## src/rtl/sspi_pkg.sv

```systemverilog
package sspi_pkg;
    typedef enum logic [1:0] {
        ST_IDLE  = 2'd0,
        ST_ARM   = 2'd1,
        ST_SHIFT = 2'd2,
        ST_TAIL  = 2'd3
    } eng_state_e;
endpackage

```

## src/rtl/sspi_sync.sv

```systemverilog
module sspi_sync #(
    parameter int          N       = 3,
    parameter logic [N-1:0] RST_VAL = '0
) (
    input  logic         clk,
    input  logic         rst_n,
    input  logic [N-1:0] d_i,
    output logic [N-1:0] q_o
);
    for (genvar g = 0; g < N; g++) begin : g_bit
        logic s1_q, s2_q;
        always_ff @(posedge clk or negedge rst_n) begin
            if (!rst_n) begin
                s1_q <= RST_VAL[g];
                s2_q <= RST_VAL[g];
            end else begin
                s1_q <= d_i[g];
                s2_q <= s1_q;
            end
        end
        assign q_o[g] = s2_q;
    end
endmodule

```

## src/rtl/sspi_fifo.sv

```systemverilog
module sspi_fifo #(
    parameter int W     = 8,
    parameter int DEPTH = 2
) (
    input  logic         clk,
    input  logic         rst_n,
    input  logic         wr_en,
    input  logic [W-1:0] wr_data,
    input  logic         rd_en,
    output logic [W-1:0] rd_data,
    output logic         empty_o,
    output logic         full_o
);
    localparam int AW = (DEPTH > 1) ? $clog2(DEPTH) : 1;
    localparam int CW = $clog2(DEPTH + 1);

    logic [W-1:0]  mem_q [DEPTH];
    logic [AW-1:0] wptr_q, rptr_q;
    logic [CW-1:0] count_q;
    logic          do_wr, do_rd;

    assign empty_o = (count_q == '0);
    assign full_o  = (count_q == CW'(DEPTH));
    assign do_wr   = wr_en && !full_o;
    assign do_rd   = rd_en && !empty_o;
    assign rd_data = mem_q[rptr_q];

    function automatic logic [AW-1:0] bump(input logic [AW-1:0] p);
        return (p == AW'(DEPTH - 1)) ? '0 : p + AW'(1);
    endfunction

    always_ff @(posedge clk) begin
        if (do_wr) mem_q[wptr_q] <= wr_data;
    end

    always_ff @(posedge clk or negedge rst_n) begin
        if (!rst_n) begin
            wptr_q  <= '0;
            rptr_q  <= '0;
            count_q <= '0;
        end else begin
            if (do_wr) wptr_q <= bump(wptr_q);
            if (do_rd) rptr_q <= bump(rptr_q);
            if (do_wr && !do_rd)      count_q <= count_q + CW'(1);
            else if (do_rd && !do_wr) count_q <= count_q - CW'(1);
        end
    end


    full_write_ignored_chk: assert property (@(posedge clk) disable iff (!rst_n)
        (wr_en && full_o && !rd_en) |=> $stable(count_q));
endmodule

```

## src/rtl/sspi_engine.sv

```systemverilog
module sspi_engine
    import sspi_pkg::*;
#(
    parameter int FRAME_W = 8
) (
    input  logic               clk,
    input  logic               rst_n,
    input  logic               sel,
    input  logic               sclk_rise,
    input  logic               sclk_fall,
    input  logic               mosi_bit,
    input  logic               tx_en,
    input  logic               txq_empty,
    input  logic [FRAME_W-1:0] txq_data,
    output logic               txq_pop,
    input  logic               rxq_full,
    output logic               rxq_push,
    output logic [FRAME_W-1:0] rxq_data,
    output logic               miso,
    output logic               txuf_set,
    output logic               rxof_set
);
    localparam int CNT_W = $clog2(FRAME_W + 1);

    eng_state_e         state_q, state_d;
    logic [CNT_W-1:0]   bitcnt_q;
    logic [FRAME_W-1:0] shreg_q, rxsh_q;
    logic               miso_q, have_q;
    logic               frame_last, first_rise;

    assign frame_last = sclk_rise && (bitcnt_q == CNT_W'(FRAME_W - 1));
    assign first_rise = sclk_rise && (bitcnt_q == '0);

    always_comb begin
        state_d = state_q;
        unique case (state_q)
            ST_IDLE:  if (sel) state_d = ST_ARM;
            ST_ARM:   state_d = ST_SHIFT;
            ST_SHIFT: if (frame_last) state_d = ST_TAIL;
            ST_TAIL:  if (sclk_fall) state_d = ST_ARM;
            default:  state_d = ST_IDLE;
        endcase
        if (!sel) state_d = ST_IDLE;
    end

    always_ff @(posedge clk or negedge rst_n) begin
        if (!rst_n) state_q <= ST_IDLE;
        else        state_q <= state_d;
    end

    always_comb begin
        txq_pop  = 1'b0;
        txuf_set = 1'b0;
        rxq_push = 1'b0;
        rxof_set = 1'b0;
        if (sel && state_q == ST_SHIFT) begin
            txq_pop  = first_rise && have_q;
            txuf_set = first_rise && !have_q && tx_en;
            rxq_push = frame_last && !rxq_full;
            rxof_set = frame_last && rxq_full;
        end
    end
    assign rxq_data = {rxsh_q[FRAME_W-2:0], mosi_bit};
    assign miso     = miso_q;

    always_ff @(posedge clk or negedge rst_n) begin
        if (!rst_n) begin
            bitcnt_q <= '0;
            shreg_q  <= '0;
            rxsh_q   <= '0;
            miso_q   <= 1'b0;
            have_q   <= 1'b0;
        end else if (!sel) begin
            bitcnt_q <= '0;
        end else begin
            unique case (state_q)
                ST_ARM: begin
                    bitcnt_q <= '0;
                    if (tx_en && !txq_empty) begin
                        shreg_q <= txq_data;
                        miso_q  <= txq_data[FRAME_W-1];
                        have_q  <= 1'b1;
                    end else begin
                        shreg_q <= {FRAME_W{miso_q}};
                        have_q  <= 1'b0;
                    end
                end
                ST_SHIFT: begin
                    if (sclk_rise) begin
                        rxsh_q   <= {rxsh_q[FRAME_W-2:0], mosi_bit};
                        bitcnt_q <= frame_last ? '0 : bitcnt_q + CNT_W'(1);
                    end else if (sclk_fall && bitcnt_q != '0) begin
                        shreg_q <= {shreg_q[FRAME_W-2:0], 1'b0};
                        miso_q  <= shreg_q[FRAME_W-2];
                    end
                end
                default: ;
            endcase
        end
    end


    miso_hold_unselected_chk: assert property (@(posedge clk) disable iff (!rst_n)
        !sel |=> $stable(miso_q));

    abort_count_reset_chk: assert property (@(posedge clk) disable iff (!rst_n)
        !sel |=> bitcnt_q == '0);

    pop_at_first_bit_chk: assert property (@(posedge clk) disable iff (!rst_n)
        txq_pop |=> bitcnt_q == CNT_W'(1));

    underflow_keeps_level_chk: assert property (@(posedge clk) disable iff (!rst_n)
        txuf_set |=> $stable(miso_q));

    push_ends_frame_chk: assert property (@(posedge clk) disable iff (!rst_n)
        rxq_push |=> (state_q == ST_TAIL || state_q == ST_IDLE));
endmodule

```

## src/rtl/sspi_slave.sv

```systemverilog
module sspi_slave #(
    parameter int FRAME_W  = 8,
    parameter int TX_DEPTH = 2,
    parameter int RX_DEPTH = 2
) (
    input  logic               clk,
    input  logic               rst_n,
    input  logic               sclk_i,
    input  logic               mosi_i,
    input  logic               cs_i,
    output logic               miso_o,
    input  logic               cs_pin_en,
    input  logic               cs_inv,
    input  logic               tx_en,
    input  logic               tx_wr,
    input  logic [FRAME_W-1:0] tx_wdata,
    output logic               tx_full,
    input  logic               rx_rd,
    output logic [FRAME_W-1:0] rx_rdata,
    output logic               rx_valid,
    input  logic               flag_clr,
    output logic               txuf_flag,
    output logic               rxof_flag
);
    logic [2:0]         pins_s;
    logic               sclk_d_q, sel;
    logic               sclk_rise, sclk_fall;
    logic               txq_empty, txq_pop, rxq_full, rxq_push, rxq_empty;
    logic [FRAME_W-1:0] txq_data, rxq_data;
    logic               txuf_set, rxof_set, txuf_q, rxof_q;

    sspi_sync #(.N(3), .RST_VAL(3'b100)) sync_i (
        .clk(clk), .rst_n(rst_n),
        .d_i({cs_i, mosi_i, sclk_i}), .q_o(pins_s)
    );

    always_ff @(posedge clk or negedge rst_n) begin
        if (!rst_n) sclk_d_q <= 1'b0;
        else        sclk_d_q <= pins_s[0];
    end
    assign sclk_rise = pins_s[0] && !sclk_d_q;
    assign sclk_fall = !pins_s[0] && sclk_d_q;
    assign sel       = ((cs_pin_en ? pins_s[2] : 1'b0) == cs_inv);

    sspi_fifo #(.W(FRAME_W), .DEPTH(TX_DEPTH)) txq_i (
        .clk(clk), .rst_n(rst_n),
        .wr_en(tx_wr), .wr_data(tx_wdata),
        .rd_en(txq_pop), .rd_data(txq_data),
        .empty_o(txq_empty), .full_o(tx_full)
    );

    sspi_fifo #(.W(FRAME_W), .DEPTH(RX_DEPTH)) rxq_i (
        .clk(clk), .rst_n(rst_n),
        .wr_en(rxq_push), .wr_data(rxq_data),
        .rd_en(rx_rd), .rd_data(rx_rdata),
        .empty_o(rxq_empty), .full_o(rxq_full)
    );
    assign rx_valid = !rxq_empty;

    sspi_engine #(.FRAME_W(FRAME_W)) eng_i (
        .clk(clk), .rst_n(rst_n), .sel(sel),
        .sclk_rise(sclk_rise), .sclk_fall(sclk_fall), .mosi_bit(pins_s[1]),
        .tx_en(tx_en), .txq_empty(txq_empty), .txq_data(txq_data), .txq_pop(txq_pop),
        .rxq_full(rxq_full), .rxq_push(rxq_push), .rxq_data(rxq_data),
        .miso(miso_o), .txuf_set(txuf_set), .rxof_set(rxof_set)
    );

    always_ff @(posedge clk or negedge rst_n) begin
        if (!rst_n) begin
            txuf_q <= 1'b0;
            rxof_q <= 1'b0;
        end else begin
            txuf_q <= (txuf_q && !flag_clr) || txuf_set;
            rxof_q <= (rxof_q && !flag_clr) || rxof_set;
        end
    end
    assign txuf_flag = txuf_q;
    assign rxof_flag = rxof_q;


    flag_set_wins_chk: assert property (@(posedge clk) disable iff (!rst_n)
        (txuf_set || rxof_set) |=> (txuf_q || rxof_q));
endmodule

```

## config.mk

```make
export PLATFORM = sky130hd
export DESIGN_NAME = sspi_slave
export DESIGN_NICKNAME = d
export VERILOG_FILES = /design/src/rtl/sspi_pkg.sv /design/src/rtl/sspi_sync.sv /design/src/rtl/sspi_fifo.sv /design/src/rtl/sspi_engine.sv /design/src/rtl/sspi_slave.sv
export SDC_FILE = /design/constraint.sdc
export NUM_CORES = 1
export LEC_CHECK = 0
export BUFFER_PORTS_ARGS = -buffer_cell sky130_fd_sc_hd__buf_2
export CORE_MARGIN = 3
export CORE_UTILIZATION = 35
export DETAILED_ROUTE_END_ITERATION = 8
export SLEW_MARGIN = 20
export SYNTH_ARGS = -nofsm -noshare
export SYNTH_HDL_FRONTEND = slang
export SYNTH_SLANG_ARGS = --single-unit
```

## constraint.sdc

```tcl
create_clock -name clk -period 5.47 [get_ports clk]
set_input_delay 1.094 -clock clk [delete_from_list [all_inputs] [get_ports clk]]
set_output_delay 1.094 -clock clk [all_outputs]
set_load 0.03 [all_outputs]
```

==> results of run 1 <==
## cell families after synthesis
kind of cell / count (synthesis)
buffers and inverters: 15
adder cells (fa/ha/maj): 7
multiplexers: 34
AND/OR/NAND/NOR: 48
flip-flops: 71
AO/OA/AOI/OAI: 25
XOR/XNOR: 10
## power groups by stage
stage / Clock [mW] / Combinational (mW) / Sequential [mW]
floorplan: 0 / 0.423 / 0.743
global placement: 0 / 0.502 / 0.775
detailed placement: 0 / 0.509 / 0.779
CTS: 0.454 / 0.512 / 0.769
global route: 0.485 / 0.559 / 0.786
finish: 0.439 / 0.502 / 0.766
## per-stage QoR
stage	utilization	hold slack, ns	total power, mW	setup slack, ns	cells
finish	0.422	0.355	1.71	2.65	358
CTS	0.422	0.358	1.73	2.62	358
floorplan	-	0.331	1.17	2.74	210
global placement	0.396	0.331	1.28	2.51	342
detailed placement	0.396	0.339	1.29	2.46	342
global route	0.422	0.363	1.83	2.41	358
## placed cells by master (no fill, tap or decap), types with 3 or more instances in the layout
cell / n
o21ai_0: 3
a22o_1: 6
nand3_1: 5
nor2_1: 9
buf_2: 31
clkbuf_8: 9
nand2b_1: 6
nand2_1: 13
edfxtp_1: 32
mux2_2: 25
inv_1: 11
ha_1: 7
dfrtp_1: 37
xnor2_1: 5
mux2i_1: 9
xor2_1: 4
## layout make-up
type                            instances  area [um^2]  share of cell area
Clock buffer                           11          153              0.0436
Inverter                               11         41.3              0.0118
Timing Repair Buffer                   31          155              0.0443
Multi-Input combinational cell        124         1020               0.292
Sequential cell                        71         1940               0.553
Clock inverter                          5         62.6              0.0179
Tap cell                              105          131              0.0375
## Yosys cell counts, types with 3 or more instances
master and count:
xnor2_1 5, nor2_1 9, o21ai_0 3, mux2i_1 9, nand2_1 13, xor2_1 4, mux2_2 25, dfrtp_1 37
a22o_1 6, ha_1 7, nand3_1 5, inv_1 11, nand2b_1 6, edfxtp_1 32
## critical path, cell delays in order, from the launching register on
cell     delay, ns
dfrtp_1       0.41
inv_1         0.07
ha_1          0.64
nand4_4       0.32
or4b_4        0.65
ha_1          0.23
xor2_1        0.14
nor2_1        0.12
xor2_1        0.14
## layer usage
metal,vias to the layer above,GRT usage,share of wire
met2,31,0.168,0.44
met5,-,0,0
met3,6,0.0439,0.047
li1,838,-,-
met4,0,0.0399,0.014
met1,803,0.148,0.50
## how the worst max path moves through the flow
| stage | slack [ns] | cells past startpoint | start | to |
|---|---|---|---|---|
| floorplan | 2.74 | 7 | cs_inv | txq_i.count_q[1] |
| global placement | 2.51 | 8 | cs_inv | txq_i.count_q[1] |
| detailed placement | 2.46 | 8 | cs_inv | txq_i.count_q[1] |
| CTS | 2.62 | 8 | eng_i.state_q[0] | txq_i.count_q[1] |
| global route | 2.41 | 8 | eng_i.state_q[0] | txq_i.count_q[1] |
| finish | 2.65 | 8 | eng_i.state_q[0] | txq_i.count_q[1] |
## flip-flops by register name, indices dropped and copies added, names as in the netlist, 2 cells and up
register / count
eng_i.bitcnt_q: 4
eng_i.rxsh_q: 7
eng_i.shreg_q: 7
eng_i.state_q: 2
rxq_i.count_q: 2
rxq_i.mem_q: 16
sync_i.g_bit.s1_q: 3
sync_i.g_bit.s2_q: 3
txq_i.count_q: 2
txq_i.mem_q: 16
==> reports/results.ini, run 1 <==
[setup_path]
cp-end-kind = register
start_kind = register
r2r_slack_ns = 2.65
reg2reg_depth = 8
required_ns = 5.73
r2r-end = txq_i.count_q[1]
worstSetupPathType = reg2reg
crit_fanout = 20
arrival_ns = 3.08
reg2reg_from = eng_i.state_q[0]

[clock_network]
htreeDepth = 3
insertion_delay_ns = 0.33
cts.path.max_buffers = 2
path_clk_slew_ns = 0.08
root_buffer = clkbuf_8
cts_tree = built
hold_buffers = 0
clock-sinks = 71
cts-resized-gates = 0
cts_setup_buffers = 0
cts_made_buffers = 9

[logic_synthesis]
synth_edf_count = 32
yosysUniqueCellTypes = 46
ys_seq_area_frac = 0.641
synth-seq-cells = 71
syn-instance-count = 210
synth_xor_area_frac = 0.0314
synth_top_area_cell = edfxtp_1
netlist_area_um2 = 3030
synth_nets = 236
synthSimpleGateAreaFrac = 0.0901
async_reset_ff_frac = 0.549
yosys_warnings = 0
synth_ff_type = dfrtp_1
yosys-mux-area-fraction = 0.123
avgSynthCellArea_um2 = 14.4
yosys.area.top_type_share = 0.317
yosys-top-cells-area = edfxtp_1 32%, dfrtp_1 31%, mux2_2 9.3%, mux2i_1 3.0%, ha_1 2.9%
synth_fa_ha_area_frac = 0.0289
synth_compound_area_frac = 0.0645
synth_top_family_by_area = multiplexers

[global_route]
grt_first_pass_wirelength_mm = 8.56
grt_pass1_vias = 1767
grt_antenna_before_repair = 0
gr-total-overflow = 0
grtUsageTotal = 0.112
grt_max_degree = 40

[worst_hold_path]
hold_end = sync_i.g_bit[1].s2_q
worstHoldStart = sync_i.g_bit[1].s1_q
min_path_cells = 0
hold_class = reg2reg

[placement]
dp_hpwl_mm = 3.36
place_area_um2 = 3290
place.gp.congestion = 0.787
io_buffer_count = 31

[timing]
fmax_ghz = 0.355
period_share = 0.515
hold_violations = 0
period_needed_ns = 2.82
final.setup_skew_ns = 0.00951
tns_ns = 0
slew_viol_final = 0
rsz0062_at_grt = no
relSlewSlack = 0.382
tightest_slew_ns = 0.919
setup_viol = 0

[run_status]
status = completed

[cells_and_area]
stdcell_area_um2 = 3500
fill_cells = 766
area_growth_pct = 15.8
drive_above_1_share = 0.320
n_antenna_cell = 0
layout.nets = 274

[floorplanning]
rows = 33
io_pins = 32
die_area_um2 = 9800
die_h_um = 99.0
core-area_um2 = 8300
die_x_um = 99.0
start_util = 0.365

[power]
switching_power_mw = 0.555
vdd_drop_max_mv = 0.211
p_leak_nw = 1.47
power.internal_mw = 1.15
seqPwrFrac = 0.449
p_sw_frac = 0.325
pwr-share-clk = 0.257
combPwrFrac = 0.294
powerDensity_nw_per_um2 = 487

[detailed_routing]
routed_via_density = 4.69
wl_mm = 4.85
ant_nets = 0
route.detailed.drc = 0
num_vias = 1678
firstDrtPassIters = 4
drt-initial-drc-count = 115
wl_per_cell_um = 13.6

[run]
cap_violations = 0

No activity file was read; power rests on OpenSTA's default activity.
==> run 2, diff against run 1 <==
Clock period 5.47 ns to 2.5 ns, I/O delays scaled along.
==> run 2 against run 1 <==
Compared with the run above:
- count of clock-buffer cells in the layout shrank 1
- utilization increased by 0.51 points
- clock skew increased by 0.0020 ns
- largest power group unchanged
- sequential share of layout area down 0.66 points
- sequential power grew 120%
- maximum frequency is 23% higher
- critical path type unchanged
==> reports/results.ini, run 2 (synthesized netlist as in run 1, its figures left out) <==
[run_status]
status = completed

[timing]
period_share = 0.914  ; +0.399
slew_viol_final = 0  ; unchanged
tightest_slew_ns = 0.895  ; -0.0246 ns
rsz0062_at_grt = no
period_needed_ns = 2.29  ; -0.532 ns
setup_viol = 0  ; unchanged
final.setup_skew_ns = 0.0115  ; +0.00195 ns
relSlewSlack = 0.403  ; +0.0217
tns_ns = 0  ; unchanged
fmax_ghz = 0.438  ; +23%
hold_violations = 0  ; unchanged

[power]
powerDensity_nw_per_um2 = 1070  ; +120%
p_sw_frac = 0.321  ; -0.00401
p_leak_nw = 1.50  ; +1.7%
vdd_drop_max_mv = 0.471  ; +120%
switching_power_mw = 1.22  ; +120%
power.total_mw = 3.80  ; +120%
seqPwrFrac = 0.442  ; -0.007
power.internal_mw = 2.58  ; +120%
combPwrFrac = 0.300  ; +0.006
pwr-share-clk = 0.259  ; +0.002

[placement]
io_buffer_count = 31  ; unchanged
dp_hpwl_mm = 3.44  ; +2.4%
place_area_um2 = 3330  ; +1.4%
place.gp.congestion = 0.720  ; -8.5%

[clock_network]
clock-sinks = 71  ; unchanged
path_clk_slew_ns = 0.08  ; about the same
cts_made_buffers = 9  ; unchanged
htreeDepth = 3  ; unchanged
hold_buffers = 0  ; unchanged
cts_tree = built
cts-resized-gates = 0  ; unchanged
insertion_delay_ns = 0.34  ; about the same
cts.path.max_buffers = 2  ; unchanged
cts_setup_buffers = 0  ; unchanged
root_buffer = clkbuf_8

[worst_hold_path]
min_path_cells = 1  ; +1
worstHoldStart = cs_i
hold_end = sync_i.g_bit[2].s1_q
hold_class = in2reg

[setup_path]
required_ns = 2.76  ; -2.97 ns
cp-end-kind = register
worstSetupPathType = reg2reg
crit_fanout = 5  ; -75%
reg2reg_depth = 7  ; -1
start_kind = register
arrival_ns = 2.54  ; -0.54 ns
r2r_slack_ns = 0.21  ; -2.44 ns
reg2reg_from = eng_i.bitcnt_q[0]
r2r-end = txq_i.count_q[1]

[detailed_routing]
num_vias = 1721  ; +2.6%
wl_mm = 5.00  ; +3.1%
firstDrtPassIters = 4  ; unchanged
routed_via_density = 4.73  ; +0.87%
route.detailed.drc = 0  ; unchanged
drt-initial-drc-count = 46  ; -60%
ant_nets = 0  ; unchanged
wl_per_cell_um = 13.7  ; +1.4%

[cells_and_area]
area_growth_pct = 17.2
n_antenna_cell = 0  ; unchanged
final_cell_mix = 37 x dfrtp_1, 32 x edfxtp_1, 31 x buf_2, 25 x mux2_2, 13 x nand2_1
layout.nets = 280  ; +2.2%
drive_above_1_share = 0.332  ; +0.0119
final_common_cell = dfrtp_1
final_util = 0.427  ; +0.00512
fill_cells = 801  ; +4.6%
stdcell_area_um2 = 3550  ; +1.2%
top_regs = rxq_i.mem_q x16, txq_i.mem_q x16

[global_route]
grtUsageTotal = 0.109  ; -0.00339
grt_pass1_vias = 1707  ; -3.4%
gr-total-overflow = 0  ; unchanged
grt_max_degree = 40  ; unchanged
grt_antenna_before_repair = 0  ; unchanged
grt_first_pass_wirelength_mm = 8.22  ; -4.0%

[floorplanning]
die_x_um = 99.0  ; unchanged
io_pins = 32  ; unchanged
start_util = 0.365  ; unchanged
die_h_um = 99.0  ; unchanged
core-area_um2 = 8300  ; unchanged
rows = 33  ; unchanged
die_area_um2 = 9800  ; unchanged

[run]
cap_violations = 0  ; unchanged

run 2: cell count changes in the layout (fill, tap and decap cells not counted), sizes merged:
cell / change
bufinv: +1
inv: -2
clkbuf: -1
clkinvlp: +1
buf: +6
clkinv: +1
run 2: per-layer routing:
layer | share of wire | track usage
met2 | 0.45 | 0.165
met3 | 0.046 | 0.0361
met4 | 0.021 | 0.0504
met5 | 0 | 0
met1 | 0.48 | 0.141
run 2: area by class of cell:
cell class / count / area (um^2) / area share
repair buffers: 37 / 200 / 0.0564
well taps: 105 / 131 / 0.0370
multi-input cells: 124 / 1020 / 0.288
inverters: 11 / 41.3 / 0.0116
flip-flops and latches: 71 / 1940 / 0.547
clock buffers: 10 / 128 / 0.0360
clock inverters: 6 / 85.1 / 0.0240
run 2: through the flow:
stage | worst slack (ns) | hold slack [ns] | instances
after floorplan | 0.359 | 0.204 | 210
after global placement | 0.296 | 0.333 | 348
after detailed placement | 0.254 | 0.335 | 348
after CTS | 0.199 | 0.238 | 364
after global routing | 0.124 | 0.235 | 364
final | 0.215 | 0.252 | 364
run 2: power by group through the flow:
stage          Clock [mW]  Combinational (mW)  Sequential, mW
2_1_floorplan           0               0.927            1.63
3_3_place_gp            0                1.14            1.70
3_5_place_dp            0                1.15            1.71
4_1_cts              1.01                1.16            1.68
5_1_grt              1.06                1.25            1.71
6_report            0.982                1.14            1.68
run 2: worst max path at each step:
stage	end	depth (start not counted)	slack, ns	start
2_1_floorplan	txq_i.count_q[1]	8	0.36	eng_i.bitcnt_q[0]
3_3_place_gp	txq_i.count_q[1]	8	0.30	cs_inv
3_5_place_dp	txq_i.count_q[1]	8	0.25	eng_i.bitcnt_q[0]
4_1_cts	txq_i.count_q[1]	8	0.20	eng_i.bitcnt_q[0]
5_1_grt	txq_i.count_q[1]	7	0.12	eng_i.bitcnt_q[0]
6_report	txq_i.count_q[1]	7	0.21	eng_i.bitcnt_q[0]
run 2: critical path, stage by stage, from the launching register on:
cell	delay, ns
dfrtp_1	0.42
inv_1	0.09
ha_1	0.14
or3b_1	0.40
or4b_4	0.52
ha_1	0.34
nor2_1	0.14
xor2_1	0.16
==> run 3, diff against run 2 <==
Settings changed: CORE_ASPECT_RATIO set to 1.2, RECOVER_POWER set to 50.
==> run 3 against run 2 <==
Compared with the run above:
- cell count rose by 2.5%
- utilization fell by 0.078 points
- largest power group unchanged
- clock power fell by 9.4%
- setup slack improved by 0.026 ns
- critical endpoint unchanged
- combinational power barely moved
- wire length fell by 1.6%
- via count rose by 0.46%
- largest cell class unchanged
- count of clock-buffer cells in the layout fell by 1
- clock skew fell by 0.0037 ns
- sequential power barely moved
- maximum frequency rose by 1.2%
==> reports/results.ini, run 3 (synthesized netlist as in run 1, its figures left out) <==
[clock_network]
htreeDepth = 3  ; unchanged
root_buffer = clkbuf_8
path_clk_slew_ns = 0.08  ; about the same
cts_made_buffers = 9  ; unchanged
cts_tree = built
cts_setup_buffers = 0  ; unchanged
cts.path.max_buffers = 2  ; unchanged
clock-sinks = 71  ; unchanged
hold_buffers = 0  ; unchanged
cts-resized-gates = 0  ; unchanged
insertion_delay_ns = 0.33  ; about the same

[detailed_routing]
wl_per_cell_um = 13.2  ; -4.0%
drt-initial-drc-count = 62  ; +35%
num_vias = 1729  ; +0.46%
route.detailed.drc = 0  ; unchanged
wl_mm = 4.92  ; -1.6%
ant_nets = 0  ; unchanged
routed_via_density = 4.64  ; -2.0%
firstDrtPassIters = 4  ; unchanged

[cells_and_area]
stdcell_area_um2 = 3540  ; -0.32%
final_util = 0.427  ; -0.000778
area_growth_pct = 16.8
final_cell_mix = 37 x dfrtp_1, 32 x edfxtp_1, 27 x buf_2, 25 x mux2_2, 13 x nand2_1
drive_above_1_share = 0.320  ; -0.0116
top_regs = rxq_i.mem_q x16, txq_i.mem_q x16
fin_cells = 373  ; +2.5%
layout.nets = 280  ; unchanged
fill_cells = 811  ; +1.2%
n_antenna_cell = 0  ; unchanged
final_common_cell = dfrtp_1

[setup_path]
required_ns = 2.76  ; about the same
crit_path_max_incr_delay_ns = 0.53  ; about the same
r2r_slack_ns = 0.24  ; +0.03 ns
critPathTopFamily = simple AND/OR/NAND/NOR gates
arrival_ns = 2.52  ; -0.02 ns
cp-end-kind = register
cp_slowest_cell = or4b_4
reg2reg_depth = 8  ; +1
path_cells = inv_1, ha_1, or3b_1, or4b_4, ha_1, xor2_1, nor2_1, xor2_1
cp-endpoint = txq_i.count_q[1]
path_depth = 8  ; +1
r2r-end = txq_i.count_q[1]
reg2reg_from = eng_i.bitcnt_q[0]
start_kind = register
cp.buffers_inverters = 1  ; unchanged
cp-startpoint = eng_i.bitcnt_q[0]
crit_fanout = 5  ; unchanged
worstSetupPathType = reg2reg

[placement]
place_ws_ns = 0.249  ; -0.00532 ns
dp_cells = 357  ; +2.6%
dp_hpwl_mm = 3.52  ; +2.4%
place_area_um2 = 3350  ; +0.34%
place.gp.congestion = 0.709  ; -1.5%
io_buffer_count = 31  ; unchanged

[power]
power.total_mw = 3.70  ; -2.6%
p_leak_nw = 1.48  ; -1.4%
vdd_drop_max_mv = 0.483  ; +2.5%
powerDensity_nw_per_um2 = 1050  ; -2.3%

[timing]
hold_violations = 0  ; unchanged
tns_ns = 0  ; unchanged
slew_viol_final = 0  ; unchanged
setup_viol = 0  ; unchanged
tightest_slew_ns = 0.868  ; -0.0273 ns
fin_ws_ns = 0.241  ; +0.0265 ns
whs_ns = 0.260  ; +0.00832 ns
fmax_ghz = 0.443  ; +1.2%
period_share = 0.904  ; -0.0106
period_needed_ns = 2.26  ; -0.0265 ns
final.setup_skew_ns = 0.00777  ; -0.00369 ns
relSlewSlack = 0.422  ; +0.0182
rsz0062_at_grt = no

[floorplanning]
core-area_um2 = 8290  ; -0.14%
io_pins = 32  ; unchanged
die_x_um = 90.9  ; -8.2%
rows = 36  ; +9.1%
die_h_um = 108  ; +9.0%
die_area_um2 = 9800  ; about the same
start_util = 0.365  ; +0.000496

[global_route]
grt_antenna_before_repair = 0  ; unchanged
grt_pass1_vias = 1752  ; +2.6%
gr-total-overflow = 0  ; unchanged
grt_first_pass_wirelength_mm = 8.52  ; +3.7%
grt_max_degree = 40  ; unchanged
grtUsageTotal = 0.112  ; +0.00328

[run]
cap_violations = 0  ; unchanged

[worst_hold_path]
hold_class = in2reg

[run_status]
status = completed

[run 3: cell count changes in the layout (fill, tap and decap cells not counted)]
cell,delta
clkinvlp_4,+1
bufinv_16,-1
buf_2,-4
inv_6,+1
clkbuf_1,+3
[run 3: cell type report]
class,count,area (um^2),share of cell area
flip-flops and latches,71,1940,0.548
clock buffers,9,124,0.0350
inverters,11,41.3,0.0117
well taps,114,143,0.0403
clock inverters,7,71.3,0.0202
multi-input cells,124,1020,0.289
repair buffers,37,195,0.0552
[run 3: worst min-delay path by stage]
stage / start / to / slack (ns) / cells after the start
global placement: sync_i.g_bit[0].s1_q / sync_i.g_bit[0].s2_q / 0.33 / 0
detailed placement: sync_i.g_bit[0].s1_q / sync_i.g_bit[0].s2_q / 0.34 / 0
CTS: cs_i / sync_i.g_bit[2].s1_q / 0.24 / 1
finish: cs_i / sync_i.g_bit[2].s1_q / 0.26 / 1
global route: cs_i / sync_i.g_bit[2].s1_q / 0.24 / 1
floorplan: rst_n / eng_i.bitcnt_q[0] / 0.20 / 0
[run 3: where the power goes]
part           total [mW]  internal, mW  switching [mW]
Sequential           1.68          1.48           0.202
Clock               0.890         0.460           0.430
Combinational        1.13         0.540           0.589
[run 3: layer usage]
layer | wire length (um) | global-route usage
met3 | 181 | 0.0273
met4 | 111 | 0.0625
met5 | 0 | 0
met1 | 2210 | 0.138
met2 | 2410 | 0.181
